===== config.mk =====
export PLATFORM = sky130hd
export DESIGN_NAME = cfg_target_seq
export DESIGN_NICKNAME = d
export VERILOG_FILES = /design/src/rtl/cfgseq_pkg.sv /design/src/rtl/cfgseq_por.sv /design/src/rtl/cfgseq_capture.sv /design/src/rtl/cfgseq_ctrl.sv /design/src/rtl/cfg_target_seq.sv
export SDC_FILE = /design/constraint.sdc
export NUM_CORES = 1
export LEC_CHECK = 0
export BUFFER_PORTS_ARGS = -buffer_cell sky130_fd_sc_hd__buf_2
export CAP_MARGIN = 20
export CORE_MARGIN = 5
export CORE_UTILIZATION = 35
export DETAILED_ROUTE_END_ITERATION = 8
export GPL_TIMING_DRIVEN = 0
export SLEW_MARGIN = 15
export SYNTH_ARGS = -nofsm -noshare
export SYNTH_HDL_FRONTEND = slang
export SYNTH_SLANG_ARGS = --single-unit

===== constraint.sdc =====
create_clock -name clk -period 1.9 [get_ports clk]
set_input_delay 0.38 -clock clk [delete_from_list [all_inputs] [get_ports clk]]
set_output_delay 0.38 -clock clk [all_outputs]
set_load 0.02 [all_outputs]

===== src/rtl/cfgseq_pkg.sv =====
package cfgseq_pkg;

  typedef enum logic [2:0] {
    ST_POR  = 3'd0,
    ST_RST  = 3'd1,
    ST_CFG  = 3'd2,
    ST_INIT = 3'd3,
    ST_USER = 3'd4
  } seq_st_e;

  localparam logic [1:0] STG_RESET = 2'd0;
  localparam logic [1:0] STG_CFG   = 2'd1;
  localparam logic [1:0] STG_INIT  = 2'd2;
  localparam logic [1:0] STG_USER  = 2'd3;

  // Power-on delay length picked by the select input.
  function automatic int unsigned por_limit(input logic short_sel,
                                            input int unsigned long_c,
                                            input int unsigned short_c);
    return short_sel ? short_c : long_c;
  endfunction

  // Position inside the four-rise group of compressed mode.
  function automatic logic [1:0] phase_step(input logic [1:0] ph);
    return ph + 2'd1;
  endfunction

  // Whether a rise at the given phase carries a byte.
  function automatic logic rise_carries_byte(input logic comp, input logic [1:0] ph);
    return !comp || (ph == 2'd0);
  endfunction

  function automatic logic [1:0] stage_code(input seq_st_e s);
    case (s)
      ST_CFG:  return STG_CFG;
      ST_INIT: return STG_INIT;
      ST_USER: return STG_USER;
      default: return STG_RESET;
    endcase
  endfunction

endpackage


===== src/rtl/cfgseq_por.sv =====
module cfgseq_por #(
  parameter int unsigned LONG_CYC  = 100,
  parameter int unsigned SHORT_CYC = 12,
  localparam int unsigned MAXC = (LONG_CYC > SHORT_CYC) ? LONG_CYC : SHORT_CYC,
  localparam int unsigned W    = $clog2(MAXC + 1)
) (
  input  logic clk,
  input  logic rst_n,
  input  logic short_sel,
  output logic por_done
);
  import cfgseq_pkg::*;

  logic [W-1:0] cnt;
  logic [W-1:0] limit;

  assign limit    = W'(por_limit(short_sel, LONG_CYC, SHORT_CYC));
  assign por_done = (cnt >= limit);

  always_ff @(posedge clk or negedge rst_n) begin
    if (!rst_n) begin
      cnt <= '0;
    end else if (!por_done) begin
      cnt <= cnt + W'(1);
    end
  end

endmodule


===== src/rtl/cfgseq_capture.sv =====
module cfgseq_capture #(
  parameter int unsigned TOTAL_BYTES = 16,
  localparam int unsigned CW = $clog2(TOTAL_BYTES + 1)
) (
  input  logic          clk,
  input  logic          rst_n,
  input  logic          clear,
  input  logic          active,
  input  logic          comp,
  input  logic          cfg_clk,
  input  logic [7:0]    cfg_data,
  output logic [CW-1:0] count,
  output logic          cap_valid,
  output logic [7:0]    cap_data,
  output logic          complete
);
  import cfgseq_pkg::*;

  logic       clk_q;
  logic [1:0] ph;
  logic       cfg_rise;
  logic       full;
  logic       take;
  logic       ph_adv;

  assign cfg_rise = cfg_clk & ~clk_q;
  assign full     = (count == CW'(TOTAL_BYTES));
  assign take     = active & cfg_rise & ~full & rise_carries_byte(comp, ph);
  assign ph_adv   = active & cfg_rise & comp & ((ph != 2'd0) | take);
  assign complete = full & (!comp || (ph == 2'd0));

  always_ff @(posedge clk or negedge rst_n) begin
    if (!rst_n) begin
      clk_q     <= 1'b0;
      cap_valid <= 1'b0;
      cap_data  <= '0;
      count     <= '0;
      ph        <= '0;
    end else begin
      clk_q     <= cfg_clk;
      cap_valid <= take;
      if (take) cap_data <= cfg_data;
      if (clear) begin
        count <= '0;
        ph    <= '0;
      end else begin
        if (take)   count <= count + CW'(1);
        if (ph_adv) ph    <= phase_step(ph);
      end
    end
  end

endmodule


===== src/rtl/cfgseq_ctrl.sv =====
module cfgseq_ctrl #(
  parameter int unsigned INIT_CYC = 8,
  localparam int unsigned IW = (INIT_CYC > 1) ? $clog2(INIT_CYC) : 1
) (
  input  logic                 clk,
  input  logic                 rst_n,
  input  logic                 por_done,
  input  logic                 cfg_req,
  input  logic                 stat_line,
  input  logic                 complete,
  output cfgseq_pkg::seq_st_e  state,
  output logic                 drive_low
);
  import cfgseq_pkg::*;

  seq_st_e       nxt;
  logic [IW-1:0] icnt;
  logic          init_last;

  assign init_last = (state == ST_INIT) && (icnt == IW'(INIT_CYC - 1));
  assign drive_low = (state == ST_POR) | ~cfg_req;

  always_comb begin
    nxt = state;
    if (state == ST_POR) begin
      if (por_done) nxt = ST_RST;
    end else if (!cfg_req || !stat_line) begin
      nxt = ST_RST;
    end else begin
      case (state)
        ST_RST:  nxt = ST_CFG;
        ST_CFG:  if (complete)  nxt = ST_INIT;
        ST_INIT: if (init_last) nxt = ST_USER;
        default: nxt = state;
      endcase
    end
  end

  always_ff @(posedge clk or negedge rst_n) begin
    if (!rst_n) begin
      state <= ST_POR;
      icnt  <= '0;
    end else begin
      state <= nxt;
      if (state == ST_INIT) icnt <= icnt + IW'(1);
      else                  icnt <= '0;
    end
  end

endmodule


===== src/rtl/cfg_target_seq.sv =====
module cfg_target_seq #(
  parameter int unsigned POR_LONG_CYC  = 100,
  parameter int unsigned POR_SHORT_CYC = 12,
  parameter int unsigned TOTAL_BYTES   = 16,
  parameter int unsigned INIT_CYC      = 8,
  localparam int unsigned CW = $clog2(TOTAL_BYTES + 1)
) (
  input  logic          clk,
  input  logic          rst_n,
  input  logic          por_short_sel,
  input  logic          cfg_req,
  input  logic          stat_ext,
  output logic          stat_line,
  output logic          stat_drive_low,
  input  logic          comp_mode,
  input  logic          cfg_clk,
  input  logic [7:0]    cfg_data,
  output logic          cap_valid,
  output logic [7:0]    cap_data,
  output logic [CW-1:0] byte_count,
  output logic [1:0]    stage,
  output logic          por_busy,
  output logic          done,
  output logic          user_oe
);
  import cfgseq_pkg::*;

  seq_st_e state;
  logic    por_done;
  logic    complete;
  logic    cap_active;
  logic    cap_clear;

  assign stat_line  = stat_ext & ~stat_drive_low;
  assign cap_active = (state == ST_CFG) & cfg_req & stat_line;
  assign cap_clear  = (state == ST_POR) | (state == ST_RST);
  assign stage      = stage_code(state);
  assign por_busy   = (state == ST_POR);
  assign done       = (state == ST_USER);
  assign user_oe    = (state == ST_USER);

  cfgseq_por #(
    .LONG_CYC (POR_LONG_CYC),
    .SHORT_CYC(POR_SHORT_CYC)
  ) u_por (
    .clk      (clk),
    .rst_n    (rst_n),
    .short_sel(por_short_sel),
    .por_done (por_done)
  );

  cfgseq_capture #(
    .TOTAL_BYTES(TOTAL_BYTES)
  ) u_cap (
    .clk      (clk),
    .rst_n    (rst_n),
    .clear    (cap_clear),
    .active   (cap_active),
    .comp     (comp_mode),
    .cfg_clk  (cfg_clk),
    .cfg_data (cfg_data),
    .count    (byte_count),
    .cap_valid(cap_valid),
    .cap_data (cap_data),
    .complete (complete)
  );

  cfgseq_ctrl #(
    .INIT_CYC(INIT_CYC)
  ) u_ctrl (
    .clk      (clk),
    .rst_n    (rst_n),
    .por_done (por_done),
    .cfg_req  (cfg_req),
    .stat_line(stat_line),
    .complete (complete),
    .state    (state),
    .drive_low(stat_drive_low)
  );

endmodule


== Word-level counts from Yosys, hierarchy flattened ==
Cells that the tools add are included.
Widths: inputs -> output; s select.

* Bits in registers: 30
* Output and inout port bits: 21

* Order comparisons: 1
* Mux-type cells: 13
* $add $sub $neg: 4
* Reductions and logical operators: 13
* Bitwise operators: 17
* Eq/ne operators: 9

{| class="wikitable"
|+ Operator list
! operator !! number
|-
| $mux 3 || 6
|-
| $and 1x1->1 || 10
|-
| $mux 5 || 2
|-
| $pmux 3 s3 || 1
|-
| $ne 4x3->1 const B || 2
|-
| $add 7x1->7 const B || 1
|-
| $ge 7x7->1 || 1
|-
| $mux 7 || 1
|-
| $eq 3x2->1 const B || 2
|-
| $eq 3x3->1 const B || 2
|-
| $pmux 2 s3 || 1
|-
| $reduce_bool 2->1 || 3
|-
| $add 5x1->5 const B || 1
|-
| $eq 5x5->1 const B || 1
|-
| $reduce_bool 5->1 || 1
|-
| $mux 2 || 2
|-
| $not 1->1 || 4
|-
| $reduce_and 4->1 || 1
|-
| $add 3x1->3 const B || 1
|-
| $eq 3x1->1 const B || 1
|-
| $logic_not 1->1 || 3
|-
| $logic_not 3->1 || 1
|-
| $or 1x1->1 || 3
|-
| $add 2x1->2 const B || 1
|-
| 4 further kinds || 5
|}

== Depth between registers and ports, before layout ==
* Word-level depth: 12
* Depth in mapped cells: 7
* Mapped depth without buffers: 6

== Modules after synthesis ==
A second synthesis with hierarchy kept.

* Cell total of the unflattened synthesis: 146
* Area, all modules: 1627.8 um^2

{| class="wikitable"
|+ By module, submodules not included
! module !! sequential area each (um^2) !! area an instance (um^2) !! cells an instance !! times used
|-
| cfgseq_capture || 425.4 || 813.3 || 67 || 1
|-
| cfgseq_por || 175.2 || 435.4 || 38 || 1
|-
| cfgseq_ctrl || 150.1 || 307.8 || 30 || 1
|-
| cfg_target_seq || 0.0 || 71.3 || 11 || 1
|}

== Worst setup path after synthesis ==
Ideal clock, no wire load.

* Path kind: register to output
* Start: register u_ctrl.state[2]
* End: output port stat_line
* Buffers on the path: 1
* Data required time: 1.520 ns
* Slack: 0.129 ns
* Cell stages (with the launch flop): 5
* Arrival: 1.391 ns
* Cell sequence: dfrtp_1 > or2_2 > clkbuf_1 > nor2_1 > nor2_1

* Cells in the longest elaborated chain, start to end: 4

{| class="wikitable"
|+ RTL lines
! element !! RTL line !! text
|-
| start: declaration || cfgseq_ctrl.sv:11 || <nowiki>output cfgseq_pkg::seq_st_e state,</nowiki>
|-
| start signal: assignment || cfgseq_ctrl.sv:44 || <nowiki>state <= nxt;</nowiki>
|-
| $logic_not 3->1 || -- ||
|-
| net por_busy || cfg_target_seq.sv:22 || <nowiki>output logic por_busy,</nowiki>
|-
| $or 1x1->1 || cfgseq_ctrl.sv:21 || <nowiki>assign drive_low = (state == ST_POR) | ~cfg_req;</nowiki>
|-
| $not 1->1 || cfg_target_seq.sv:34 || <nowiki>assign stat_line = stat_ext & ~stat_drive_low;</nowiki>
|-
| $and 1x1->1 || cfg_target_seq.sv:34 ||
|-
| end: declaration || cfg_target_seq.sv:13 || <nowiki>output logic stat_line,</nowiki>
|}

The timed path passes the listed nets, and every way through them passes these cells.

== Final worst setup path ==
* Start: register u_ctrl.state[1]
* End: output port user_oe

* Cells in the longest elaborated chain, start to end: 1

{| class="wikitable"
|+ RTL lines
! element !! RTL line !! text
|-
| $eq 3x3->1 || cfg_target_seq.sv:40 || <nowiki>assign user_oe = (state == ST_USER);</nowiki>
|-
| end: declaration || cfg_target_seq.sv:24 || <nowiki>output logic user_oe</nowiki>
|}

Every way passes these cells.

==> impl_metrics.toml <==
[run_status]
outcome = "completed"

[worst_setup_path]
cp_max_fo = 10
cpMostUsedCell = "buf_2"
cp-end-kind = "primary output"
rr_worst_depth = 5
cp_cell_sequence = "buf_2 -> inv_1 -> nand2_1 -> nor2_1 -> buf_4 -> buf_2"
critPathKind = "flop to primary output"
worstSetupStartpointType = "flop"
cpPeakStageDelay_ns = 0.39
required_ns = 1.52
critPathSlowestCell = "dfrtp_1"
cp.arrival_ns = 1.39

[power]
p_seq_frac = 0.477
p_leak_nw = 0.9098
power.share.switching = 0.3099
vdd_drop_max_v = 0.0004025
share_comb_of_total_power = 0.225
internal_power_mw = 1.201
pwr-share-clk = 0.298
p_sw_uw = 539.2
power_density_nw_per_um2 = 958.3

[global_route]
grt_pass1_wl_um = 4961
first_global_vias = 1185
grt_max_degree = 31
overflow = 0
antenna_found_initial = 0
grt_use_total = 0.1190

[routing]
drt_pre_antenna_iters = 3
postRouteAntennaNets = 0
wl_um = 2784
drtIter0Drc = 38
viasPerCell = 4.760
wl_per_cell_um = 12.16
drcViolationCount = 0
route.vias.total = 1090

[final_layout]
mostFrequentLayoutCell = "buf_2"
drive_above_1_share = 0.3352
layout.nets = 203
area_growth_pct = 22.65
final_cell_mix = "buf_2, dfrtp_1, inv_1, o21ai_0, ha_1"
fillers = 404
diodes = 0
utilization = 0.4474

[placed_design]
dp_slack_ns = 0.09038
portBuffers = 35
post-dp-hpwl_um = 2115
place_congestion = 0.7893

[timing]
tns_ns = 0
drv_slew = 0
report.final.setup_viol = 0
fin_ws_ns = 0.1311
hold_viol_final = 0
clock_skew_ns = 0.004744
hold_slack_ns = 0.1240
clock.fmax_mhz = 565.3
period_share = 0.9310
worstMarginPinSlew_ns = 0.6550
rsz0062_at_grt = "no"
min_period_ns = 1.769
slew_headroom = 0.5633

[floorplan]
rows = 23
die-height_um = 75.03
die_w_um = 75.03
start_util = 0.3648
ios = 36
die_area_um2 = 5630
core_um2 = 4058

[clocking]
post-cts-setup-buffers = 0
h-tree-depth = 2
cts_sinks = 30
clkLatencyLatePin_ns = 0.28
cts_buffer_depth = 2
path_clk_slew_ns = 0.06
cts_tree = "yes"
clockRootBuffer = "clkbuf_8"
numCtsBuffers = 5
ctsHoldBuffers = 0

[run]
max-cap-violations = 0

[worst_hold_path]
hp-class = "input port to asynchronous set/reset pin"

[synthesis]
syn_avg_cell_area_um2 = 10.80
ys.flop_type = "dfrtp_1"
synth_cell_type_count = 33
synthArstFlopShare = 1.000
seq_area_frac_synth = 0.5072
synthTopCellsByArea = "dfrtp_1, ha_1, mux2_2, o21ai_0, inv_1"
ys_ff_latch = 30
yosysTopAreaCell = "dfrtp_1"
netlist_area_um2 = 1480
netlist_instances = 137
synth_edf_count = 0
syn_nets = 162
yosysTopAreaCellShare = 0.5072
yosys_warnings = 0
layer usage:
layer  share of wire  GRT usage
met3           0.040    0.03605
met2            0.49     0.1944
met4           0.036    0.07708
met1            0.44     0.1345
met5               0          0
area by class of cell:
cell class                      count  area, um^2  area share
Buffer                              3       23.77     0.01309
Clock buffer                        7       86.33     0.04755
Clock inverter                      1       5.005    0.002757
Inverter                           13       48.80     0.02688
Multi-Input combinational cell     90       661.9      0.3646
Sequential cell                    30       752.0      0.4142
Tap cell                           50       62.56     0.03446
Timing Repair Buffer               35       175.2     0.09649
worst paths after layout:
path	start	end	slack, ns
max	u_ctrl.state[1]$_DFFE_PN0P_	user_oe	0.13
min	rst_n	u_por.cnt[4]$_DFFE_PN0N_	0.12
max reg2reg	u_por.cnt[3]$_DFFE_PN0N_	u_por.cnt[5]$_DFFE_PN0N_	0.22
min reg2reg	u_ctrl.icnt[0]$_DFF_PN0_	u_ctrl.icnt[0]$_DFF_PN0_	0.43
max in group asynchronous	rst_n	u_ctrl.state[2]$_DFFE_PN0P_	1.32
min in group clk	cfg_clk	u_cap.clk_q$_DFF_PN0_	0.22
synthesized netlist by cell type (2+ instances only):
cell and n:
dfrtp_1 30, inv_1 13, o21ai_0 13, ha_1 10, nand2_1 9, mux2_2 8
nor2_1 8, nand3_1 6, a21oi_1 5, xnor2_1 4, nand2b_1 3, or3_1 3
and3_1 2, clkbuf_1 2, nand4_1 2, xor2_1 2
stage by stage:
step                instance area [um^2]  total power, mW  instances
CTS                                 1809            1.772        229
global placement                    1718            1.221        222
finish                              1815            1.740        229
global route                        1815            1.861        229
detailed placement                  1718            1.234        222
floorplan                           1480            1.112        137
what timing repair did:
action                                  CTS  global route
resized for setup                         2             5
hold endpoints to repair                  0             0
pin swaps                                 0             0
endpoints found under the setup margin    3             6
power groups by stage:
stage / Sequential (mW) / Clock (mW) / Combinational [mW]
2_1_floorplan: 0.841 / 0 / 0.271
3_3_place_gp: 0.834 / 0 / 0.387
3_5_place_dp: 0.841 / 0 / 0.393
4_1_cts: 0.830 / 0.544 / 0.398
5_1_grt: 0.845 / 0.569 / 0.447
6_report: 0.829 / 0.519 / 0.392
logic make-up (layout without fill, tap and decap cells):
kind of cell / Yosys count / after routing / synth area share
flip-flops: 30 / 30 / 0.5072
AO/OA/AOI/OAI: 24 / 24 / 0.09214
AND/OR/NAND/NOR: 42 / 42 / 0.1691
multiplexers: 8 / 8 / 0.06086
XOR/XNOR: 6 / 6 / 0.03550
adder cells (fa/ha/maj): 10 / 10 / 0.08453
buffers and inverters: 17 / 59 / 0.05072
critical path, delay by kind of cell, from the launching register on:
family,cells,cell delay [ns]
DFF,1,0.39
buffers and inverters,4,0.53
and+or+nand+nor,2,0.20
sequential cells by signal, summed over array words and instances (netlist names):
register / count
u_ctrl.icnt: 3
u_cap.ph: 2
u_cap.clk_q: 1
u_cap.cap_data: 8
u_por.cnt: 7
u_cap.count: 5
u_cap.cap_valid: 1
u_ctrl.state: 3
(Power assumes the default switching activity.)
